### src/rtl/qsw_pkg.sv
package qsw_pkg;

    localparam int QSW_IDX_W        = 32;
    localparam int QSW_DATA_W       = 64;
    localparam int QSW_CORES        = 4;
    localparam int QSW_SEL_FIRST    = 16;   // MSB-0 position of core 0 select
    localparam int QSW_BYTES_W      = 4;
    localparam int QSW_ACCESS_BYTES = 8;
    localparam logic [31:0] QSW_WAKE_OFF = 32'h0000_083c;
    localparam logic [31:0] QSW_STAT_OFF = 32'h0000_082c;

    typedef enum logic [1:0] {
        KIND_IDLE    = 2'd0,
        KIND_WAKE_WR = 2'd1,
        KIND_STAT_RD = 2'd2,
        KIND_UNIMPL  = 2'd3
    } qsw_kind_e;

    typedef struct packed {
        qsw_kind_e kind;
        logic      is_write;
        logic      set_val;
    } qsw_cmd_t;

    // Convert an MSB-0 bit number into the LSB-0 vector index.
    function automatic int msb0_bit(input int width, input int pos);
        return width - 1 - pos;
    endfunction

endpackage

### src/rtl/qsw_decode.sv
module qsw_decode
    import qsw_pkg::*;
#(
    parameter int IDX_W        = QSW_IDX_W,
    parameter int NUM_CORES    = QSW_CORES,
    parameter int SEL_FIRST    = QSW_SEL_FIRST,
    parameter int BYTES_W      = QSW_BYTES_W,
    parameter int ACCESS_BYTES = QSW_ACCESS_BYTES,
    parameter logic [IDX_W-1:0] WAKE_OFF = IDX_W'(QSW_WAKE_OFF),
    parameter logic [IDX_W-1:0] STAT_OFF = IDX_W'(QSW_STAT_OFF)
) (
    input  logic                 valid,
    input  logic                 write,
    input  logic [IDX_W-1:0]     index,
    input  logic                 set_bit,
    input  logic [BYTES_W-1:0]   nbytes,
    output qsw_cmd_t             cmd,
    output logic [NUM_CORES-1:0] sel
);

    logic [IDX_W-1:0] sel_mask;
    logic [IDX_W-1:0] reg_index;
    logic             size_ok;

    for (genvar i = 0; i < IDX_W; i++) begin : g_mask
        localparam int POS_MSB0 = msb0_bit(IDX_W, i);
        localparam bit IN_SEL   = (POS_MSB0 >= SEL_FIRST) &&
                                  (POS_MSB0 <  SEL_FIRST + NUM_CORES);
        assign sel_mask[i] = IN_SEL;
    end

    for (genvar c = 0; c < NUM_CORES; c++) begin : g_sel
        assign sel[c] = index[msb0_bit(IDX_W, SEL_FIRST + c)];
    end

    assign reg_index = index & ~sel_mask;
    assign size_ok   = (nbytes == BYTES_W'(ACCESS_BYTES));

    always_comb begin
        cmd.is_write = write;
        cmd.set_val  = set_bit;
        if (!valid)
            cmd.kind = KIND_IDLE;
        else if (size_ok && write && reg_index == WAKE_OFF)
            cmd.kind = KIND_WAKE_WR;
        else if (size_ok && !write && reg_index == STAT_OFF)
            cmd.kind = KIND_STAT_RD;
        else
            cmd.kind = KIND_UNIMPL;
    end

endmodule

### src/rtl/qsw_state.sv
module qsw_state
    import qsw_pkg::*;
#(
    parameter int NUM_CORES = QSW_CORES
) (
    input  logic                 clk,
    input  logic                 rst,
    input  logic                 wr_hit,
    input  logic                 set_val,
    input  logic [NUM_CORES-1:0] sel,
    output logic [NUM_CORES-1:0] wake,
    output logic                 done
);

    always_ff @(posedge clk) begin
        if (rst)
            done <= 1'b0;
        else if (wr_hit)
            done <= set_val;
    end

    for (genvar i = 0; i < NUM_CORES; i++) begin : g_core
        always_ff @(posedge clk) begin
            if (rst)
                wake[i] <= 1'b0;
            else if (wr_hit && sel[i])
                wake[i] <= set_val;
        end

        assert_sel_write_R3: assert property (@(posedge clk) disable iff (rst)
            (wr_hit && sel[i]) |=> (wake[i] == $past(set_val)));

        assert_unsel_keep_R4: assert property (@(posedge clk) disable iff (rst)
            (wr_hit && !sel[i]) |=> $stable(wake[i]));
    end

    assert_done_follow_R2: assert property (@(posedge clk) disable iff (rst)
        wr_hit |=> (done == $past(set_val)));

    assert_ignore_other_R8: assert property (@(posedge clk) disable iff (rst)
        !wr_hit |=> ($stable(wake) && $stable(done)));

endmodule

### src/rtl/qsw_resp.sv
module qsw_resp
    import qsw_pkg::*;
#(
    parameter int DATA_W = QSW_DATA_W
) (
    input  logic              clk,
    input  logic              rst,
    input  qsw_cmd_t          cmd,
    input  logic              done,
    output logic              rsp_valid,
    output logic [DATA_W-1:0] rsp_rdata,
    output logic              rsp_unimpl
);

    localparam logic [DATA_W-1:0] ONE_W     = DATA_W'(1);
    localparam logic [DATA_W-1:0] STAT_WORD =
        (ONE_W << msb0_bit(DATA_W, 1)) | (ONE_W << msb0_bit(DATA_W, 4));

    logic [DATA_W-1:0] rdata_next;

    always_comb begin
        unique case (cmd.kind)
            KIND_STAT_RD: rdata_next = done ? STAT_WORD : '0;
            KIND_UNIMPL:  rdata_next = cmd.is_write ? '0 : '1;
            default:      rdata_next = '0;
        endcase
    end

    always_ff @(posedge clk) begin
        if (rst) begin
            rsp_valid  <= 1'b0;
            rsp_rdata  <= '0;
            rsp_unimpl <= 1'b0;
        end else begin
            rsp_valid  <= (cmd.kind != KIND_IDLE);
            rsp_rdata  <= rdata_next;
            rsp_unimpl <= (cmd.kind == KIND_UNIMPL);
        end
    end

    assert_rsp_next_R11: assert property (@(posedge clk) disable iff (rst)
        (cmd.kind != KIND_IDLE) |=> rsp_valid);

    assert_rsp_quiet_R11: assert property (@(posedge clk) disable iff (rst)
        (cmd.kind == KIND_IDLE) |=> !rsp_valid);

    assert_unimpl_ones_R7: assert property (@(posedge clk) disable iff (rst)
        (cmd.kind == KIND_UNIMPL && !cmd.is_write) |=>
            (rsp_unimpl && (rsp_rdata == '1)));

    assert_stat_clear_R6: assert property (@(posedge clk) disable iff (rst)
        (cmd.kind == KIND_STAT_RD && !done) |=> (rsp_rdata == '0 && !rsp_unimpl));

endmodule

### src/rtl/qsw_unit.sv
module qsw_unit
    import qsw_pkg::*;
#(
    parameter int IDX_W     = QSW_IDX_W,
    parameter int DATA_W    = QSW_DATA_W,
    parameter int NUM_CORES = QSW_CORES,
    parameter int BYTES_W   = QSW_BYTES_W
) (
    input  logic                 clk,
    input  logic                 rst,
    input  logic                 req_valid,
    input  logic                 req_write,
    input  logic [IDX_W-1:0]     req_index,
    input  logic [DATA_W-1:0]    req_wdata,
    input  logic [BYTES_W-1:0]   req_bytes,
    output logic                 rsp_valid,
    output logic [DATA_W-1:0]    rsp_rdata,
    output logic                 rsp_unimpl,
    output logic [NUM_CORES-1:0] wake_req,
    output logic                 wake_done
);

    qsw_cmd_t             cmd;
    logic [NUM_CORES-1:0] sel;
    logic                 wr_hit;
    logic                 unused_wdata_low;

    // Only the MSB-0 bit 0 of the data word carries meaning.
    assign unused_wdata_low = ^req_wdata[DATA_W-2:0];

    qsw_decode #(
        .IDX_W     (IDX_W),
        .NUM_CORES (NUM_CORES),
        .BYTES_W   (BYTES_W)
    ) u_decode (
        .valid   (req_valid),
        .write   (req_write),
        .index   (req_index),
        .set_bit (req_wdata[DATA_W-1]),
        .nbytes  (req_bytes),
        .cmd     (cmd),
        .sel     (sel)
    );

    assign wr_hit = (cmd.kind == KIND_WAKE_WR);

    qsw_state #(
        .NUM_CORES (NUM_CORES)
    ) u_state (
        .clk     (clk),
        .rst     (rst),
        .wr_hit  (wr_hit),
        .set_val (cmd.set_val),
        .sel     (sel),
        .wake    (wake_req),
        .done    (wake_done)
    );

    qsw_resp #(
        .DATA_W (DATA_W)
    ) u_resp (
        .clk        (clk),
        .rst        (rst),
        .cmd        (cmd),
        .done       (wake_done),
        .rsp_valid  (rsp_valid),
        .rsp_rdata  (rsp_rdata),
        .rsp_unimpl (rsp_unimpl)
    );

endmodule

### config.mk
export PLATFORM = sky130hd
export DESIGN_NAME = qsw_unit
export DESIGN_NICKNAME = d
export VERILOG_FILES = /design/src/rtl/qsw_pkg.sv /design/src/rtl/qsw_decode.sv /design/src/rtl/qsw_state.sv /design/src/rtl/qsw_resp.sv /design/src/rtl/qsw_unit.sv
export SDC_FILE = /design/constraint.sdc
export NUM_CORES = 1
export LEC_CHECK = 0
export ABC_CLOCK_PERIOD_IN_PS = 2200
export BUFFER_PORTS_ARGS = -buffer_cell sky130_fd_sc_hd__buf_2
export CAP_MARGIN = 10
export CELL_PAD_IN_SITES_DETAIL_PLACEMENT = 0
export CELL_PAD_IN_SITES_GLOBAL_PLACEMENT = 2
export CORE_ASPECT_RATIO = 0.8
export CORE_MARGIN = 10
export CORE_UTILIZATION = 11
export CTS_CLUSTER_SIZE = 24
export DETAILED_ROUTE_END_ITERATION = 16
export PLACE_DENSITY_LB_ADDON = 0.1
export SYNTH_ARGS = -nofsm -noshare
export SYNTH_HDL_FRONTEND = slang
export SYNTH_SLANG_ARGS = --single-unit
### constraint.sdc
create_clock -name clk -period 2.2 [get_ports clk]
set_input_delay 0.44 -clock clk [delete_from_list [all_inputs] [get_ports clk]]
set_output_delay 0.44 -clock clk [all_outputs]
set_load 0.1 [all_outputs]
==> results_dict.tcl <==
set metrics [dict create \
    yosysWarnings 0 \
    critPathTopFamily "buffers and inverters" \
    synth_flop_cell "dfxtp_1" \
    reg2regPathDepth 1 \
    yosysSeqAreaShare_pct 18.4 \
    crit_fanout 62 \
    grt_max_degree 63 \
    yosysTopAreaCellShare_pct 47.6 \
    cts_buffers 3 \
    required_ps 1760 \
    via_per_inst 3.07 \
    grt_pass1_vias 945 \
    status "completed" \
    synth.largest_area_cell "buf_4" \
    synth_common_cells "buf_4 (62), dfxtp_1 (9), inv_1 (6)" \
    hold_buffers 0 \
    fmax_ghz 0.546 \
    cp-startpoint "u_resp.rsp_rdata[61]" \
    ant_nets 0 \
    gr-total-overflow 0 \
    diodes 0 \
    crit_chain "buf_4, buf_2" \
    cts_root_buf "clkbuf_8" \
    async_flop_share_pct 0 \
    ir_worst_vdd_mv 0.178 \
    syn_nets 215 \
    whs_path_depth 2 \
    hold_path.class "input port to register" \
    die_w_um 125 \
    clk_pin_slew_ps 50 \
    ys_ff_latch 9 \
    cp-endpoint "rsp_rdata[17]" \
    maxCapViolCount 0 \
    startpoint_type "register" \
    crit_slowest_cell "buf_2" \
    die_h_um 104 \
    nets 270 \
    p_total_mw 0.835 \
    cts_tree "yes" \
    initial_utilization_pct 11.4 \
    finalHoldViolCount 0 \
    rows 30 \
    area_growth_pct 28.7 \
    crit_arrival_ps 1390 \
    syn_area_sq_um 977 \
    wire_per_inst_um 12.1 \
    layout.cells.non_filler 277 \
    drive_above_1_share_pct 75.8 \
    synth_fa_ha_area_share_pct 0 \
    fillers 989 \
    cp_num_buf_inv 2 \
    cts_setup_buffers 0 \
    fin_skew_ps 1.02 \
    grt_first_pass_wirelength_mm 5.03 \
    ys_top_cells_by_area "buf_4 (48%), dfxtp_1 (18%), nor4_4 (4.4%)" \
    p_leak_nw 0.730 \
    synth_compound_area_share_pct 8.58 \
    drc 0 \
    die_area_sq_mm 0.0131 \
    fin_setup_tns_ps 0 \
    fin_crit_sh_pct 83.3 \
    dr.pass1.iters 3 \
    htreeDepth 1 \
    fp.coreArea_sq_mm 0.00856 \
    yosys.cell_count.top_type "buf_4" \
    pwr_density_cell_mw_per_mm2 664 \
    rsz0062_at_grt "no" \
    synth-xor-area-share_pct 0.896 \
    clkLatencyLatePin_ps 230 \
    synth_edf_count 0 \
    slew_headroom_pct 65.6 \
    drv_slew 0 \
    tightestPinTransition_ps 519 \
    cp.depth 2 \
    detail_route.iter0.violations 12 \
    max_stage_delay_ps 510 \
    wl_mm 3.34 \
    period_needed_ps 1830 \
    portBuffers 111 \
    cts_resized 0 \
    syn-mean-instance-area_sq_um 8.80 \
    reg2reg_from "u_state.done" \
    hpwl_mm 3.06 \
    setup_viol 0 \
    synthSimpleGateAreaFrac_pct 21.0 \
    fin_ws_ps 367 \
    synth_cell_type_count 23 \
    routabilityCongestion 0.643 \
    synthCells 111 \
    crit_path_end_kind "output pin" \
    boundaryPins 175 \
    antenna_found_initial 0 \
    cts.sinks 9 \
    num_vias 851 \
    cts_max_path_buffers 2 \
    place_ws_ps 295 \
    track_usage_pct 4.71 \
    fin_hold_ws_ps 475 \
    muxShareOfSynthArea_pct 0 \
    crit_type "register to output pin" \
    rrSetupSlack_ps 1470 \
    r2r_end "u_resp.rsp_rdata[62]" \
    synth_top_family_by_area "buffers and inverters" \
    dp.cells 273 \
]
-- worst min-delay path by stage --
stage                          startpoint                to  slack [ps]
after floorplan                       rst  u_resp.rsp_valid         530
after global placement    u_state.wake[3]   u_state.wake[3]         470
after detailed placement  u_state.wake[1]   u_state.wake[1]         470
after CTS                             rst  u_resp.rsp_valid         460
after global routing                  rst  u_resp.rsp_valid         480
final                                 rst  u_resp.rsp_valid         480
-- per-stage QoR --
step | area, sq um | utilization [%]
after floorplan | 978 | -
after global placement | 1210 | 14.2
after detailed placement | 1210 | 14.2
after CTS | 1260 | 14.7
after global routing | 1260 | 14.7
final | 1260 | 14.7
-- final cells by class --
cell class / count / area [sq um] / share of cell area [%]
timing repair buffer: 113 / 571 / 45.4
multi-input combinational: 33 / 298 / 23.7
sequential: 9 / 181 / 14.4
tap: 112 / 140 / 11.1
clock buffer: 4 / 45.0 / 3.58
inverter: 6 / 22.5 / 1.79
-- per-layer routing --
metal	vias to the layer above	share of wire, %	track usage [%]
li1	424	-	-
met1	377	31	3.96
met2	46	54	8.82
met3	4	12	2.34
met4	0	2.7	2.55
met5	-	0	0
-- power by group --
| part | internal (mW) | switching (mW) |
|---|---|---|
| Combinational | 0.0655 | 0.411 |
| Sequential | 0.167 | 0.00106 |
| Clock | 0.126 | 0.0642 |
| Total | 0.359 | 0.476 |
-- kinds of logic (layout without fill, tap and decap cells) --
group / Yosys count / after routing
XOR/XNOR: 1 / 1
buffers and inverters: 69 / 123
AND/OR/NAND/NOR: 23 / 23
flip-flops: 9 / 9
AO/OA/AOI/OAI: 9 / 9
-- flip-flops by register name (all words and copies together), names as in the netlist --
name,flops
u_resp.rsp_rdata,2
u_resp.rsp_unimpl,1
u_resp.rsp_valid,1
u_state.done,1
u_state.wake,4
-- cells in the final DEF, fill, tap and decap left out, types with 2 or more instances in the layout --
cell type    n
inv_1        6
o21a_1       2
nand2_1      4
buf_4        2
nor4_2       3
nor4_1       4
nor2b_1      2
dfxtp_1      8
o32ai_1      4
clkbuf_8     3
nor4_4       2
buf_2      111
No activity file was read; power rests on OpenSTA's default activity.
